<file path="src/rtl/nuca_set_ctrl.sv">
module nuca_set_ctrl #(
  parameter int NBANK    = 4,
  parameter int TAG_W    = 8,
  parameter int DATA_W   = 16,
  parameter int BASE_LAT = 3
) (
  input  logic                 clk,
  input  logic                 rst_n,
  input  logic                 cfg_near_ins,
  input  logic                 cfg_keep_victim,
  input  logic                 req_valid,
  output logic                 req_ready,
  input  logic [TAG_W-1:0]     req_tag,
  output logic                 rsp_valid,
  output logic                 rsp_hit,
  output logic [$clog2(NBANK)-1:0] rsp_bank,
  output logic [DATA_W-1:0]    rsp_data,
  input  logic                 fill_valid,
  output logic                 fill_ready,
  input  logic [DATA_W-1:0]    fill_data,
  output logic                 victim_valid,
  output logic [TAG_W-1:0]     victim_tag,
  output logic [DATA_W-1:0]    victim_data
);
  localparam int BW = $clog2(NBANK);
  localparam int CW = $clog2(BASE_LAT + NBANK + 1);
  localparam logic [BW-1:0] LAST = BW'(NBANK - 1);

  typedef enum logic [2:0] {S_IDLE, S_PROBE, S_SWAP1, S_SWAP2, S_FILL} st_t;

  st_t                st;
  logic [BW-1:0]      pb;
  logic [CW-1:0]      cnt;
  logic [TAG_W-1:0]   cur_tag;
  logic [TAG_W-1:0]   tag_q  [NBANK];
  logic [DATA_W-1:0]  data_q [NBANK];
  logic [NBANK-1:0]   vld_q;

  wire [CW-1:0] lat_m1     = CW'(BASE_LAT - 1) + CW'(pb);
  wire          probe_done = (st == S_PROBE) && (cnt == lat_m1);
  wire          probe_hit  = vld_q[pb] && (tag_q[pb] == cur_tag);
  wire [BW-1:0] nb         = pb - 1'b1;
  wire          drop_near  = cfg_near_ins && !cfg_keep_victim;
  wire [BW-1:0] vi         = drop_near ? '0 : LAST;
  wire [BW-1:0] wi         = cfg_near_ins ? '0 : LAST;

  assign req_ready  = (st == S_IDLE);
  assign fill_ready = (st == S_FILL);

  always_ff @(posedge clk or negedge rst_n) begin
    if (!rst_n) begin
      st           <= S_IDLE;
      pb           <= '0;
      cnt          <= '0;
      cur_tag      <= '0;
      vld_q        <= '0;
      rsp_valid    <= 1'b0;
      rsp_hit      <= 1'b0;
      rsp_bank     <= '0;
      rsp_data     <= '0;
      victim_valid <= 1'b0;
      victim_tag   <= '0;
      victim_data  <= '0;
      for (int i = 0; i < NBANK; i++) begin
        tag_q[i]  <= '0;
        data_q[i] <= '0;
      end
    end else begin
      rsp_valid    <= 1'b0;
      victim_valid <= 1'b0;
      case (st)
        S_IDLE: if (req_valid) begin
          cur_tag <= req_tag;
          pb      <= '0;
          cnt     <= '0;
          st      <= S_PROBE;
        end
        S_PROBE: if (probe_done) begin
          cnt <= '0;
          if (probe_hit) begin
            rsp_valid <= 1'b1;
            rsp_hit   <= 1'b1;
            rsp_bank  <= pb;
            rsp_data  <= data_q[pb];
            st        <= (pb == '0) ? S_IDLE : S_SWAP1;
          end else if (pb == LAST) begin
            rsp_valid <= 1'b1;
            rsp_hit   <= 1'b0;
            rsp_bank  <= '0;
            rsp_data  <= '0;
            st        <= S_FILL;
          end else begin
            pb <= pb + 1'b1;
          end
        end else begin
          cnt <= cnt + CW'(1);
        end
        S_SWAP1: st <= S_SWAP2;
        S_SWAP2: begin
          tag_q[pb]  <= tag_q[nb];
          tag_q[nb]  <= tag_q[pb];
          data_q[pb] <= data_q[nb];
          data_q[nb] <= data_q[pb];
          vld_q[pb]  <= vld_q[nb];
          vld_q[nb]  <= vld_q[pb];
          st         <= S_IDLE;
        end
        S_FILL: if (fill_valid) begin
          victim_valid <= vld_q[vi];
          victim_tag   <= tag_q[vi];
          victim_data  <= data_q[vi];
          if (cfg_near_ins && cfg_keep_victim) begin
            for (int i = 1; i < NBANK; i++) begin
              tag_q[i]  <= tag_q[i-1];
              data_q[i] <= data_q[i-1];
              vld_q[i]  <= vld_q[i-1];
            end
          end
          tag_q[wi]  <= cur_tag;
          data_q[wi] <= fill_data;
          vld_q[wi]  <= 1'b1;
          st         <= S_IDLE;
        end
        default: st <= S_IDLE;
      endcase
    end
  end
endmodule

</file>
<file path="config.mk">
export PLATFORM = sky130hd
export DESIGN_NAME = nuca_set_ctrl
export DESIGN_NICKNAME = d
export VERILOG_FILES = /design/src/rtl/nuca_set_ctrl.sv
export SDC_FILE = /design/constraint.sdc
export NUM_CORES = 1
export LEC_CHECK = 0
export BUFFER_PORTS_ARGS = -buffer_cell sky130_fd_sc_hd__buf_2
export CAP_MARGIN = 20
export CORE_MARGIN = 2
export CORE_UTILIZATION = 30
export DETAILED_ROUTE_END_ITERATION = 10
export GPL_TIMING_DRIVEN = 0
export SYNTH_ARGS = -nofsm -noshare
export SYNTH_HDL_FRONTEND = slang
export SYNTH_SLANG_ARGS = --single-unit
</file>
<file path="constraint.sdc">
create_clock -name clk -period 4.1 [get_ports clk]
set_clock_uncertainty 0.1 [all_clocks]
set_input_delay 0.41 -clock clk [delete_from_list [all_inputs] [get_ports clk]]
set_output_delay 0.41 -clock clk [all_outputs]
set_load 0.02 [all_outputs]
</file>
==> results.cfg, run 1 <==
[timing]
final.min_clock_period_ps = 3980
hold_violations = 0
fin_crit_sh_pct = 97.0
setup_violations = 0
slew_viol_final = 0
rsz0062_at_grt = false
max_freq_ghz = 0.252
fin_hold_ws_ps = 87.4
max_slew_margin_pct = 34.0
tightestPinTransition_ps = 991

[detailed_routing]
detail_route.vias_per_cell = 6.13
ant_nets = 0
dr.pass1.iters = 7
wl_per_cell_microns = 23.7
vias = 8948
wl_microns = 34600
drtIter0Drc = 1275
drc = 0

[power]
ir_drop_mv = 0.333
p_seq_share_pct = 31.2
p_switching_w = 0.00316
p_sw_share_pct = 42.7
clock_power_share_pct = 21.4
leakage_nw = 4.69
combPwrFrac_pct = 47.5
p_int_w = 0.00423
cellPowerDensity_nw_per_um2 = 674

[worst_setup_path]
worst_r2r_path_depth = 11
end_kind = flop
cp-start-kind = flop
crit_arrival_ps = 4220
cp_max_fo = 27
worstSetupPathType = reg2reg
worst-endpoint-required_ps = 4340

[logic_synthesis]
synth-edff-count = 0
ys_ff_latch = 161
synth_top_area_cell = dfrtp_1
ys_top_cells_by_count = dfrtp_1, o21ai_0, a21oi_1, nand2_1, nor2_1
ys_seq_area_share_pct = 42.6
synth_fa_ha_area_share_pct = 0.661
async_flop_share_pct = 100
synthSimpleGateAreaFrac_pct = 8.87
avgSynthCellArea_sq_um = 9.93
synth_cell_type_count = 47
syn_nets = 988
muxShareOfSynthArea_pct = 16.6
synth_top_family_by_area = compound AO/OA/AOI/OAI gates
synth_xor_area_share_pct = 0.991
synthCells = 953
synth_compound_area_share_pct = 25.9
yosys.area.top_type_share_pct = 42.6
yosysWarnings = 0
netlist_area_sq_um = 9470
synth.most_common_cell = dfrtp_1
synth_top_flop_cell = dfrtp_1
yosys-top-cells-area = dfrtp_1, mux4_2, o21ai_0

[run_status]
status = finished clean

[global_routing]
grt_pass1_vias = 8692
grt-ovfl-total = 0
grt_max_degree = 87
grt_pass1_wl_microns = 52200
antenna_found_initial = 0
grt_usage_pct = 20.9

[placement]
place_area_sq_um = 10400
globalplace.congestion = 0.935
port_buffers = 74
hpwl_microns = 23300

[floorplan]
row_count = 65
dieArea_sq_um = 33000
start_util_pct = 30.2
design.core.area_sq_um = 31300
io_pins = 77
dieHeight_microns = 182
die_w_microns = 182

[finish]
area_delta_synth_final_pct = 15.9
fill_cells = 3157
fin_area_sq_um = 11000
final_nets = 1080
antenna_cells = 0
drive_gt1_share_pct = 18.4

[cts]
cts_setup_buffers = 0
clockBufferDepth = 2
cts_root_buf = clkbuf_16
clock_sinks = 161
numCtsBuffers = 17
worstSkewPairLatency_ps = 450
path_clk_slew_ps = 70
cts_tree = done
cts-htree-levels = 4

[hold_path]
holdPathStages = 2
min_path_type = in2reg

[flow_run]
drv_cap = 0
kinds of logic (layout without fill, tap and decap cells):
kind of cell | count (synthesis) | after routing
flops | 161 | 161
compound gates | 378 | 378
xor+xnor | 9 | 9
simple gates | 204 | 204
fa+ha+maj | 5 | 5
buf+inv | 104 | 209
mux | 92 | 92
cell type report:
type / count / area, sq um / area share, %
clock buffers: 23 / 498 / 4.54
well taps: 402 / 503 / 4.59
inverters: 12 / 45.0 / 0.411
repair buffers: 77 / 423 / 3.86
clock inverters: 9 / 70.1 / 0.639
flip-flops and latches: 161 / 4030 / 36.7
plain buffers: 88 / 377 / 3.43
multi-input cells: 688 / 5020 / 45.8
power groups by stage:
stage	Sequential [W]	Clock, W	Combinational (W)
after floorplan	0.00237	0	0.00235
after global placement	0.00230	0	0.00342
after detailed placement	0.00232	0	0.00346
after CTS	0.00229	0.00158	0.00346
after global routing	0.00235	0.00166	0.00379
final	0.00231	0.00158	0.00351
cell usage in the layout (no fill, tap or decap), types with 7 or more instances in the layout:
cell	n
a22oi_1	49
buf_2	78
inv_1	11
a22o_1	19
xnor2_1	7
o21ai_0	106
clkbuf_1	69
clkbuf_16	17
o22a_1	17
a21oi_1	101
nand2_1	96
mux2i_1	24
a221o_1	24
buf_1	9
a221oi_1	26
mux4_2	50
mux2_2	18
nor2_1	87
dfrtp_1	161
o22ai_1	19
worst paths after layout:
path | to | startpoint | slack, ps
min in group asynchronous | victim_data[10] | rst_n | 450
min | cur_tag[0] | req_tag[0] | 90
max | tag_q[31] | pb[0] | 120
min reg2reg | rsp_hit | rsp_hit | 370
max in group asynchronous | st[2] | rst_n | 2580
max reg2reg | tag_q[31] | pb[0] | 120
sequential cells by signal (all words and copies together), names as in the netlist:
register      count
rsp_valid         1
victim_valid      1
rsp_hit           1
victim_data      16
victim_tag        8
st                3
cur_tag           8
rsp_bank          2
cnt               3
tag_q            32
pb                2
rsp_data         16
data_q           64
vld_q             4
critical path, cell delays in order (launching register included):
cell	delay, ps
dfrtp_1	410
buf_6	250
clkbuf_4	310
inv_1	180
ha_1	160
clkbuf_1	540
inv_1	190
nor2_1	590
clkbuf_1	560
a221o_1	260
o21ai_0	80
o21ai_0	220
per-stage QoR:
step / cells / TNS [ps] / power (W) / worst slack, ps / util [%]
detailed placement: 1431 / -101500 / 0.00578 / -1570 / 33.2
finish: 1460 / 0 / 0.00739 / 124 / 35.0
floorplan: 953 / 0 / 0.00472 / 292 / -
global placement: 1429 / -100600 / 0.00572 / -1490 / 33.0
global route: 1460 / 0 / 0.00780 / 6.35 / 35.0
CTS: 1461 / 0 / 0.00733 / 6.31 / 35.0
metal layers:
layer | vias up | GRT usage [%] | share of wire (%)
met5 | - | 0 | 0
met4 | 0 | 9.30 | 3.6
met3 | 115 | 4.97 | 10
met2 | 635 | 32.2 | 45
met1 | 4388 | 28.1 | 41
li1 | 3810 | - | -
repair_timing:
action,CTS,global route
hold buffers,1,0
resized for setup,8,4
endpoints found under the setup margin,101,45
endpoints found under the hold margin,85,0
(Power assumes the default switching activity.)
==> run 2: changes to the inputs <==
Settings changed: ABC_AREA from default to 1, CTS_BUF_LIST from default to sky130_fd_sc_hd__clkbuf_8.
==> run 2 against run 1 <==
Effect of this change:
- die area is 6.2% higher
- sequential share of layout area shrank 1.6 points
- cell count increased by 34%
- worst setup slack improved by 210 ps
- utilization decreased by 0.55 points
- sequential power down 12%
- clock-buffer cell count shrank 5
==> results.cfg, run 2 <==
[logic_synthesis]
synth_cell_type_count = 36
async_flop_share_pct = 100
yosysWarnings = 0
yosys.area.top_type_share_pct = 40.0
synth_top_area_cell = dfrtp_1
yosys-top-cells-area = dfrtp_1, nand2_1, a21oi_1
synthCells = 1401
netlist_area_sq_um = 10100
ys_top_cells_by_count = nand2_1, dfrtp_1, a21oi_1, o21ai_0, inv_1
avgSynthCellArea_sq_um = 7.19
synth.most_common_cell = nand2_1
ys_ff_latch = 161
synth-edff-count = 0
synth_top_flop_cell = dfrtp_1
syn_nets = 1436
ys_seq_area_share_pct = 40.0

[floorplan]
row_count = 67
dieArea_sq_um = 35000
die_w_microns = 187
start_util_pct = 30.3
dieHeight_microns = 187
design.core.area_sq_um = 33300
io_pins = 77

[timing]
slew_viol_final = 0
hold_violations = 0
max_slew_margin_pct = 39.0
max_freq_ghz = 0.266
rsz0062_at_grt = false
tightestPinTransition_ps = 915
setup_violations = 0
fin_hold_ws_ps = 56.8
final.min_clock_period_ps = 3760
fin_crit_sh_pct = 91.8
setup_ws_ps = 337

[finish]
final_cell_mix = nand2_1, dfrtp_1, a21oi_1
largest_register_ffs = 64
top_register = data_q
largest_registers = data_q: 64 flops, tag_q: 32 flops
final_nets = 1531
area_delta_synth_final_pct = 14.0
fin_area_sq_um = 11500
final_common_cell = nand2_1
drive_gt1_share_pct = 11.1
antenna_cells = 0

[worst_setup_path]
crit_arrival_ps = 4020
worstSetupPathType = reg2reg
rrSetupSlack_ps = 340
worst-endpoint-required_ps = 4360
rr_startpoint = pb[1]
cp_max_fo = 20
end_kind = flop
cp-start-kind = flop
cp-startpoint = pb[1]

[hold_path]
min_path_type = in2reg
hp-start = req_tag[5]

[cts]
clockBufferDepth = 2
cts_resized = 0
worstSkewPairLatency_ps = 510
cts-htree-levels = 4
cts_tree = done
path_clk_slew_ps = 110
numCtsBuffers = 17
clock_sinks = 161
cts_root_buf = clkbuf_8

[global_routing]
grt_pass1_wl_microns = 65500
grt_usage_pct = 24.6
antenna_found_initial = 0
grt-ovfl-total = 0
grt_pass1_vias = 10800
grt_max_degree = 87

[flow_run]
drv_cap = 0

[detailed_routing]
wl_per_cell_microns = 22.2
wl_microns = 43500
drtIter0Drc = 1448
vias = 11200
dr.pass1.iters = 6
detail_route.vias_per_cell = 5.73
ant_nets = 0
drc = 0

[power]
leakage_nw = 5.34
ir_drop_mv = 0.333
cellPowerDensity_nw_per_um2 = 706

[placement]
globalplace.congestion = 0.982
place_area_sq_um = 11000
post-place-ws_ps = 87.6
port_buffers = 75
hpwl_microns = 29900

[run_status]
status = finished clean
-- run 2: changes by cell type in the layout (fill, tap and decap cells not counted), moves of 24 or more --
cell,previous run,this run
nand2_1,96,358
inv_1,11,110
o22ai_1,19,98
nand3_1,2,60
a21oi_1,101,152
mux4_2,50,0
nor2_1,87,40
o21ai_0,106,137
a221oi_1,26,0
a221o_1,24,0
mux2i_1,24,0
o21a_1,0,24
-- run 2: layout make-up --
type / instances / area [sq um]
Fill cell: 3628 / 21800
Multi-Input combinational cell: 1010 / 5080
Sequential cell: 161 / 4030
Tap cell: 448 / 561
Buffer: 108 / 497
Inverter: 121 / 455
Timing Repair Buffer: 77 / 423
Clock buffer: 18 / 248
Clock inverter: 14 / 179
-- run 2: repair_timing --
action,in CTS,in global routing
setup buffers,0,0
endpoints found under the setup margin,0,82
hold endpoints to repair,75,0
hold buffers,1,0
-- run 2: per-stage QoR --
stage | TNS (ps) | std cells | utilization, % | power (W)
5_1_grt | 0 | 1957 | 34.5 | 0.00861
6_report | 0 | 1957 | 34.5 | 0.00810
2_1_floorplan | 0 | 1401 | - | 0.00516
3_5_place_dp | 0 | 1925 | 33.2 | 0.00660
3_3_place_gp | -35990 | 1924 | 33.1 | 0.00655
4_1_cts | 0 | 1958 | 34.5 | 0.00793
-- run 2: worst paths after layout --
check / endpoint / cells past startpoint
max: data_q[9] / 10
min: cur_tag[5] / 3
max reg2reg: data_q[9] / 10
min reg2reg: rsp_bank[1] / 2
max in group asynchronous: victim_data[5] / 3
min in group asynchronous: victim_tag[3] / 2
-- run 2: critical path: stages (launching register included) --
cell and delay, ps:
dfrtp_1 440, inv_2 210, buf_2 570, ha_1 280
inv_1 50, clkbuf_1 300, nand2_1 450, clkbuf_1 740
o22ai_1 200, a21oi_1 170, o21ai_1 80
-- run 2: cells by family after synthesis --
group / after synthesis / synth area share, %
compound gates: 514 / 29.6
simple gates: 490 / 20.2
buf+inv: 230 / 9.49
flops: 161 / 40.0
fa+ha+maj: 5 / 0.621
xor+xnor: 1 / 0.0870
-- run 2: routing by layer --
metal | vias to the layer above | wire length (microns) | GRT usage (%)
met2 | 728 | 18800 | 36.8
li1 | 5002 | - | -
met4 | 0 | 2440 | 14.2
met1 | 5327 | 17800 | 32.3
met3 | 154 | 4410 | 6.34
met5 | - | 0 | 0
-- run 2: where the power goes --
group	switching (W)	internal [W]
combinational	0.00333	0.00142
clock	0.000691	0.000627
sequential	0.000226	0.00182
